$ cat src/rtl/dmarep_pkg.sv
package dmarep_pkg;
  localparam int REG_AW = 2;
  localparam logic [REG_AW-1:0] OFS_PTR  = 2'd0;
  localparam logic [REG_AW-1:0] OFS_PERI = 2'd1;
  localparam logic [REG_AW-1:0] OFS_CNT  = 2'd2;
  localparam logic [REG_AW-1:0] OFS_CTRL = 2'd3;

  localparam int CB_EN   = 0;
  localparam int CB_WORD = 1;
  localparam int CB_INC  = 2;
  localparam int CB_RPT  = 3;

  typedef enum logic [1:0] {
    ST_IDLE  = 2'd0,
    ST_READ  = 2'd1,
    ST_WRITE = 2'd2
  } seq_state_e;
endpackage

$ cat src/rtl/dmarep_regs.sv
module dmarep_regs
  import dmarep_pkg::*;
#(
  parameter int MEM_AW = 24,
  parameter int IO_AW  = 8,
  parameter int CNT_W  = 8,
  parameter int WD_W   = 24
) (
  input  logic              clk,
  input  logic              rst_n,
  input  logic              reg_we,
  input  logic [REG_AW-1:0] reg_addr,
  input  logic [WD_W-1:0]   reg_wdata,
  input  logic              xfer_done,
  input  logic              xfer_word,
  output logic [MEM_AW-1:0] ptr_o,
  output logic [IO_AW-1:0]  peri_o,
  output logic              en_o,
  output logic              word_o
);
  localparam logic [CNT_W-1:0]  CNT_ONE = {{(CNT_W-1){1'b0}}, 1'b1};
  localparam logic [MEM_AW-1:0] STEP_B  = {{(MEM_AW-1){1'b0}}, 1'b1};
  localparam logic [MEM_AW-1:0] STEP_W  = {{(MEM_AW-2){1'b0}}, 2'b10};

  logic [MEM_AW-1:0] ptr_q, ptr_n, ptr_base_q, ptr_base_n;
  logic [IO_AW-1:0]  peri_q, peri_n;
  logic [CNT_W-1:0]  cnt_q, cnt_n, cnt_base_q, cnt_base_n, cnt_dec;
  logic              en_q, en_n, word_q, word_n, inc_q, inc_n, rpt_q, rpt_n;
  logic              ptr_wr, peri_wr, cnt_wr, ctrl_wr, ld_en;
  logic [MEM_AW-1:0] ptr_step;

  assign ptr_wr  = reg_we && (reg_addr == OFS_PTR);
  assign peri_wr = reg_we && (reg_addr == OFS_PERI);
  assign cnt_wr  = reg_we && (reg_addr == OFS_CNT);
  assign ctrl_wr = reg_we && (reg_addr == OFS_CTRL);
  assign ld_en   = reg_we || xfer_done;

  assign cnt_dec  = cnt_q - CNT_ONE;
  assign ptr_step = xfer_word ? STEP_W : STEP_B;

  always_comb begin
    ptr_n      = ptr_q;
    ptr_base_n = ptr_base_q;
    peri_n     = peri_q;
    cnt_n      = cnt_q;
    cnt_base_n = cnt_base_q;
    en_n       = en_q;
    word_n     = word_q;
    inc_n      = inc_q;
    rpt_n      = rpt_q;
    if (xfer_done) begin
      if (cnt_dec == '0) begin
        if (rpt_q) begin
          ptr_n = ptr_base_q;
          cnt_n = cnt_base_q;
        end else begin
          cnt_n = '0;
          en_n  = 1'b0;
          if (inc_q) ptr_n = ptr_q + ptr_step;
        end
      end else begin
        cnt_n = cnt_dec;
        if (inc_q) ptr_n = ptr_q + ptr_step;
      end
    end
    if (ptr_wr) begin
      ptr_n      = reg_wdata[MEM_AW-1:0];
      ptr_base_n = reg_wdata[MEM_AW-1:0];
    end
    if (peri_wr) peri_n = reg_wdata[IO_AW-1:0];
    if (cnt_wr) begin
      cnt_n      = reg_wdata[CNT_W-1:0];
      cnt_base_n = reg_wdata[CNT_W-1:0];
    end
    if (ctrl_wr) begin
      en_n   = reg_wdata[CB_EN];
      word_n = reg_wdata[CB_WORD];
      inc_n  = reg_wdata[CB_INC];
      rpt_n  = reg_wdata[CB_RPT];
    end
  end

  always_ff @(posedge clk or negedge rst_n) begin
    if (!rst_n) begin
      ptr_q      <= '0;
      ptr_base_q <= '0;
      peri_q     <= '0;
      cnt_q      <= '0;
      cnt_base_q <= '0;
      en_q       <= 1'b0;
      word_q     <= 1'b0;
      inc_q      <= 1'b0;
      rpt_q      <= 1'b0;
    end else if (ld_en) begin
      ptr_q      <= ptr_n;
      ptr_base_q <= ptr_base_n;
      peri_q     <= peri_n;
      cnt_q      <= cnt_n;
      cnt_base_q <= cnt_base_n;
      en_q       <= en_n;
      word_q     <= word_n;
      inc_q      <= inc_n;
      rpt_q      <= rpt_n;
    end
  end

  assign ptr_o  = ptr_q;
  assign peri_o = peri_q;
  assign en_o   = en_q;
  assign word_o = word_q;

  AST_CNT_STEP: assert property (@(posedge clk) disable iff (!rst_n)
    (xfer_done && !cnt_wr && cnt_q != CNT_ONE) |=> (cnt_q == CNT_W'($past(cnt_q) - 1'b1)));
  AST_BLOCK_RELOAD: assert property (@(posedge clk) disable iff (!rst_n)
    (xfer_done && !reg_we && rpt_q && cnt_q == CNT_ONE) |=> (ptr_q == ptr_base_q && cnt_q == cnt_base_q));
  AST_ONE_SHOT_STOP: assert property (@(posedge clk) disable iff (!rst_n)
    (xfer_done && !ctrl_wr && !rpt_q && cnt_q == CNT_ONE) |=> !en_q);
  AST_PERI_KEPT: assert property (@(posedge clk) disable iff (!rst_n)
    !peri_wr |=> $stable(peri_q));
endmodule

$ cat src/rtl/dmarep_seq.sv
module dmarep_seq
  import dmarep_pkg::*;
#(
  parameter int DATA_W = 16
) (
  input  logic              clk,
  input  logic              rst_n,
  input  logic              req,
  input  logic              req_rx,
  input  logic              en,
  input  logic              cfg_word,
  input  logic              bus_rdy,
  input  logic [DATA_W-1:0] bus_rdata,
  output logic              busy,
  output logic              phase_wr,
  output logic              dir_rx,
  output logic              xfer_word,
  output logic [DATA_W-1:0] data_o,
  output logic              xfer_done,
  output logic              ack
);
  seq_state_e        st_q, st_n;
  logic              rx_q, rx_n, wd_q, wd_n, ack_q;
  logic [DATA_W-1:0] dat_q, dat_n;
  logic              accept, rd_done, dat_en, cfg_en;

  assign accept  = (st_q == ST_IDLE) && req && en;
  assign rd_done = (st_q == ST_READ) && bus_rdy;
  assign xfer_done = (st_q == ST_WRITE) && bus_rdy;
  assign dat_en  = rd_done;
  assign cfg_en  = accept;

  always_comb begin
    st_n = st_q;
    unique case (st_q)
      ST_IDLE:  if (accept)    st_n = ST_READ;
      ST_READ:  if (bus_rdy)   st_n = ST_WRITE;
      ST_WRITE: if (bus_rdy)   st_n = ST_IDLE;
      default:                 st_n = ST_IDLE;
    endcase
    rx_n  = req_rx;
    wd_n  = cfg_word;
    dat_n = bus_rdata;
  end

  always_ff @(posedge clk or negedge rst_n) begin
    if (!rst_n) begin
      st_q  <= ST_IDLE;
      ack_q <= 1'b0;
    end else begin
      st_q  <= st_n;
      ack_q <= xfer_done;
    end
  end

  always_ff @(posedge clk or negedge rst_n) begin
    if (!rst_n) begin
      rx_q <= 1'b0;
      wd_q <= 1'b0;
    end else if (cfg_en) begin
      rx_q <= rx_n;
      wd_q <= wd_n;
    end
  end

  always_ff @(posedge clk or negedge rst_n) begin
    if (!rst_n) dat_q <= '0;
    else if (dat_en) dat_q <= dat_n;
  end

  assign busy      = (st_q != ST_IDLE);
  assign phase_wr  = (st_q == ST_WRITE);
  assign dir_rx    = rx_q;
  assign xfer_word = wd_q;
  assign data_o    = dat_q;
  assign ack       = ack_q;

  AST_ACK_PULSE: assert property (@(posedge clk) disable iff (!rst_n)
    ack_q |=> !ack_q);
  AST_WRITE_ENDS: assert property (@(posedge clk) disable iff (!rst_n)
    ((st_q == ST_WRITE) && bus_rdy) |=> (st_q == ST_IDLE));
  AST_GATED_START: assert property (@(posedge clk) disable iff (!rst_n)
    ((st_q == ST_IDLE) && !en) |=> (st_q == ST_IDLE));
  AST_WAIT_HOLD: assert property (@(posedge clk) disable iff (!rst_n)
    ((st_q != ST_IDLE) && !bus_rdy) |=> $stable(st_q));
endmodule

$ cat src/rtl/dmarep_addr.sv
module dmarep_addr #(
  parameter int MEM_AW = 24,
  parameter int IO_AW  = 8
) (
  input  logic [MEM_AW-1:0] ptr,
  input  logic [IO_AW-1:0]  peri,
  input  logic              dir_rx,
  input  logic              phase_wr,
  output logic [MEM_AW-1:0] addr
);
  localparam int PAD_W = MEM_AW - IO_AW;

  logic [MEM_AW-1:0] peri_full, src_a, dst_a;

  assign peri_full = {{PAD_W{1'b1}}, peri};

  always_comb begin
    if (dir_rx) begin
      src_a = peri_full;
      dst_a = ptr;
    end else begin
      src_a = ptr;
      dst_a = peri_full;
    end
    addr = phase_wr ? dst_a : src_a;
  end
endmodule

$ cat src/rtl/dmarep_channel.sv
module dmarep_channel
  import dmarep_pkg::*;
#(
  parameter int MEM_AW = 24,
  parameter int IO_AW  = 8,
  parameter int CNT_W  = 8,
  parameter int DATA_W = 16
) (
  input  logic              clk,
  input  logic              rst_n,
  input  logic              reg_we,
  input  logic [REG_AW-1:0] reg_addr,
  input  logic [MEM_AW-1:0] reg_wdata,
  input  logic              req,
  input  logic              req_rx,
  output logic              ack,
  output logic              bus_valid,
  output logic              bus_we,
  output logic              bus_word,
  output logic [MEM_AW-1:0] bus_addr,
  output logic [DATA_W-1:0] bus_wdata,
  input  logic [DATA_W-1:0] bus_rdata,
  input  logic              bus_rdy
);
  logic [1:0]        rst_sync_q;
  logic              rst_n_s;
  logic [MEM_AW-1:0] ptr;
  logic [IO_AW-1:0]  peri;
  logic              en, cfg_word, busy, phase_wr, dir_rx, xfer_word, xfer_done;

  always_ff @(posedge clk or negedge rst_n) begin
    if (!rst_n) rst_sync_q <= 2'b00;
    else        rst_sync_q <= {rst_sync_q[0], 1'b1};
  end
  assign rst_n_s = rst_sync_q[1];

  dmarep_regs #(
    .MEM_AW(MEM_AW), .IO_AW(IO_AW), .CNT_W(CNT_W), .WD_W(MEM_AW)
  ) u_regs (
    .clk(clk), .rst_n(rst_n_s),
    .reg_we(reg_we), .reg_addr(reg_addr), .reg_wdata(reg_wdata),
    .xfer_done(xfer_done), .xfer_word(xfer_word),
    .ptr_o(ptr), .peri_o(peri), .en_o(en), .word_o(cfg_word)
  );

  dmarep_seq #(.DATA_W(DATA_W)) u_seq (
    .clk(clk), .rst_n(rst_n_s),
    .req(req), .req_rx(req_rx), .en(en), .cfg_word(cfg_word),
    .bus_rdy(bus_rdy), .bus_rdata(bus_rdata),
    .busy(busy), .phase_wr(phase_wr), .dir_rx(dir_rx), .xfer_word(xfer_word),
    .data_o(bus_wdata), .xfer_done(xfer_done), .ack(ack)
  );

  dmarep_addr #(.MEM_AW(MEM_AW), .IO_AW(IO_AW)) u_addr (
    .ptr(ptr), .peri(peri), .dir_rx(dir_rx), .phase_wr(phase_wr), .addr(bus_addr)
  );

  assign bus_valid = busy;
  assign bus_we    = phase_wr;
  assign bus_word  = xfer_word;

  AST_BUS_STALL: assert property (@(posedge clk) disable iff (!rst_n_s)
    (bus_valid && !bus_rdy && !reg_we) |=> (bus_valid && $stable(bus_addr) && $stable(bus_we)));
  AST_READ_FIRST: assert property (@(posedge clk) disable iff (!rst_n_s)
    (!bus_valid && !(req && en)) |=> !bus_valid);
endmodule

$ cat config.mk
export PLATFORM = sky130hd
export DESIGN_NAME = dmarep_channel
export DESIGN_NICKNAME = d
export VERILOG_FILES = /design/src/rtl/dmarep_pkg.sv /design/src/rtl/dmarep_regs.sv /design/src/rtl/dmarep_seq.sv /design/src/rtl/dmarep_addr.sv /design/src/rtl/dmarep_channel.sv
export SDC_FILE = /design/constraint.sdc
export NUM_CORES = 1
export LEC_CHECK = 0
export CELL_PAD_IN_SITES_DETAIL_PLACEMENT = 0
export CELL_PAD_IN_SITES_GLOBAL_PLACEMENT = 2
export CORE_MARGIN = 5
export CORE_UTILIZATION = 36
export CTS_BUF_LIST = sky130_fd_sc_hd__clkbuf_4 sky130_fd_sc_hd__clkbuf_8 sky130_fd_sc_hd__clkbuf_16
export DETAILED_ROUTE_END_ITERATION = 16
export MAX_ROUTING_LAYER = met4
export PLACE_DENSITY_LB_ADDON = 0.3
export SYNTH_ARGS = -nofsm -noshare
export SYNTH_HDL_FRONTEND = slang
export SYNTH_HIERARCHICAL = 1
export SYNTH_SLANG_ARGS = --single-unit
$ cat constraint.sdc
create_clock -name clk -period 8.2 [get_ports clk]
set_input_delay 2.46 -clock clk [delete_from_list [all_inputs] [get_ports clk]]
set_output_delay 2.46 -clock clk [all_outputs]
set_load 0.1 [all_outputs]
==> flow_metrics.env <==
export IMPL_status="finished clean"
export IMPL_cts_resized=0
export IMPL_r2r_slack_ps=5260
export IMPL_vias_per_cell=5.369
export IMPL_gp_congestion=0.8252
export IMPL_root_buffer="clkbuf_16"
export IMPL_synth_seq_cells=99
export IMPL_drc=0
export IMPL_syn_nets=577
export IMPL_ff_latch_area_sq_mm=0.002481
export IMPL_grt_pass1_vias=4426
export IMPL_yosysUniqueCellTypes=65
export IMPL_grt_max_degree=55
export IMPL_critPathArrivalTime_ps=3120
export IMPL_fin_skew_ps=11.55
export IMPL_endpoint_kind="output port"
export IMPL_fin_hold_ws_ps=326.1
export IMPL_hold_path_class="flip-flop to asynchronous set/reset pin"
export IMPL_grt_pass1_wl_microns=23480
export IMPL_die_h_microns=129.6
export IMPL_final_fill_count=1328
export IMPL_coreArea_sq_mm=0.01393
export IMPL_slew_violations=0
export IMPL_initial_core_util_pct=36.94
export IMPL_path_class="flip-flop to output port"
export IMPL_drtIter0Drc=280
export IMPL_regToRegStartpoint="u_seq/xfer_word$_DFFE_PN0P_"
export IMPL_place_hpwl_microns=9814
export IMPL_die_area_sq_mm=0.01679
export IMPL_ys_warn_count=6
export IMPL_ys_seq_area_share_pct=48.13
export IMPL_multi_input_area_sq_mm=0.002497
export IMPL_final_core_util_pct=46.47
export IMPL_cts_sinks=99
export IMPL_clk_pin_slew_ps=60
export IMPL_yosysMostFrequentCell="nand2_1"
export IMPL_slowest_delay_ps=1140
export IMPL_hold_buffers=0
export IMPL_cp_start_kind="flip-flop"
export IMPL_wl_per_cell_microns=18.12
export IMPL_antenna_cells=0
export IMPL_clk_path_buf_depth=2
export IMPL_finalSetupViolCount=0
export IMPL_place_ws_ps=2968
export IMPL_finalSetupTns_ps=0
export IMPL_area_delta_synth_final_pct=25.79
export IMPL_synthTopCellsByCount="120 x nand2_1, 99 x dfrtp_1, 29 x o21ai_0"
export IMPL_synth_top_area_share_pct=48.13
export IMPL_post_route_period_util_pct=68.11
export IMPL_hold_viol=0
export IMPL_layout_drive_gt1_share_pct=12.17
export IMPL_clk_latency_ps=350
export IMPL_row_count=43
export IMPL_max_freq_mhz=179.1
export IMPL_maxSlewHeadroom_pct=33.17
export IMPL_antenna_found_initial=0
export IMPL_cts_setup_buffers=0
export IMPL_async_flop_share_pct=100.0
export IMPL_rsz0062_at_grt="false"
export IMPL_final_min_clock_period_ps=5585
export IMPL_cp_max_fo=19
export IMPL_synth_area_sq_mm=0.005147
export IMPL_vias=4231
export IMPL_synthTopCellsByArea="dfrtp_1 48%, nand2_1 8.8%, mux2_2 5.0%"
export IMPL_cts_buffers=9
export IMPL_ant_nets=0
export IMPL_reg2regPathDepth=8
export IMPL_syn_inst=524
export IMPL_dr_pass1_iters=5
export IMPL_grt_usage_pct=18.43
export IMPL_required_ps=5740
export IMPL_crit_chain="nand2b_1 > inv_1 > xnor2_2 > buf_4 > mux2_4 > clkdlybuf4s50_1"
export IMPL_grt_remaining_overflow=0
export IMPL_r2r_end="u_regs/ptr_o[18]$_DFFE_PN0P_"
export IMPL_drv_cap=0
export IMPL_num_io_pins=92
export IMPL_nets=657
export IMPL_finalWirelength_microns=14280
export IMPL_crit_slowest_cell="clkdlybuf4s50_1"
export IMPL_tritoncts="built"
export IMPL_worstMarginPinSlew_ps=999.3
export IMPL_h_tree_depth=3
export IMPL_fin_ws_ps=2615
export IMPL_portBuffers=91
export IMPL_yosys_area_top_type="dfrtp_1"
export IMPL_ys_flop_type="dfrtp_1"
export IMPL_die_x_microns=129.6
export IMPL_avgSynthCellArea_sq_um=9.823
export IMPL_synth_enable_flop_cells=0
[sequential cells by signal, summed over array words and instances (netlist names), 2 cells and up]
name,count
u_regs/ptr_base_q,24
u_regs/ptr_o,24
u_seq/data_o,16
u_regs/cnt_base_q,8
u_regs/cnt_q,8
u_regs/peri_o,8
rst_sync_q,2
u_seq/st_q,2
[area by class of cell]
type	count	share of cell area (%)
repair buffers	97	14.76
clock buffers	13	4.039
well taps	180	3.478
clock inverters	2	0.1932
multi-input cells	386	38.57
inverters	11	0.6377
flip-flops and latches	99	38.32
[logic make-up after synthesis]
kind of cell | count (synthesis) | synth area share [%]
AND/OR/NAND/NOR | 231 | 21.93
flip-flops | 99 | 48.13
AO/OA/AOI/OAI | 89 | 11.91
multiplexers | 40 | 9.601
buffers and inverters | 39 | 3.452
XOR/XNOR | 20 | 3.549
adder cells (fa/ha/maj) | 5 | 1.361
other | 1 | 0.07285
[per-layer routing]
metal / global-route usage, % / vias to the layer above / wire [microns]
met3: 2.885 / 17 / 659
met4: 6.479 / 0 / 257
met1: 26.53 / 2090 / 7207
met2: 26.39 / 127 / 6156
li1: - / 1997 / -
met5: - / - / 0
[cell usage in the layout, fill, tap and decap left out, types with 4 or more instances in the layout]
cell type,count
nand2_1,120
dfrtp_1,98
clkdlybuf4s50_1,91
o21ai_0,29
mux2_2,23
nor2_1,21
nand2b_1,17
nor3_1,16
xnor2_1,15
mux2_4,13
o211ai_1,12
inv_1,11
nand3_1,10
clkbuf_16,9
o31ai_1,9
a21oi_1,7
buf_4,6
nand4_1,6
or4_1,6
nand3b_1,5
or2_2,5
a211oi_1,5
xor2_1,4
a222oi_1,4
mux2i_1,4
ha_1,4
[worst max-delay path by stage]
stage                              start            to  depth (start not counted)
4_1_cts        u_seq/st_q[0]$_DFFE_PN0P_   bus_addr[7]                          6
2_1_floorplan  u_seq/st_q[0]$_DFFE_PN0P_  bus_addr[13]                          5
3_3_place_gp   u_seq/st_q[0]$_DFFE_PN0P_   bus_addr[6]                          6
5_1_grt        u_seq/st_q[0]$_DFFE_PN0P_   bus_addr[6]                          6
3_5_place_dp   u_seq/st_q[0]$_DFFE_PN0P_   bus_addr[7]                          6
6_report       u_seq/st_q[0]$_DFFE_PN0P_   bus_addr[5]                          6
[critical path, delay by kind of cell, from the launching register on]
family | cells | cell delay [ps]
XOR/XNOR | 1 | 370
AND/OR/NAND/NOR | 1 | 150
flip-flops | 1 | 440
multiplexers | 1 | 210
buffers and inverters | 3 | 1610
[stage by stage]
step	area [sq um]	std cells
2_1_floorplan	5147	524
3_3_place_gp	6201	773
3_5_place_dp	6201	773
4_1_cts	6475	788
5_1_grt	6475	788
6_report	6475	788
Power is not shown: default switching activity piles up to over one toggle a cycle in this logic, so the estimate is an artifact.
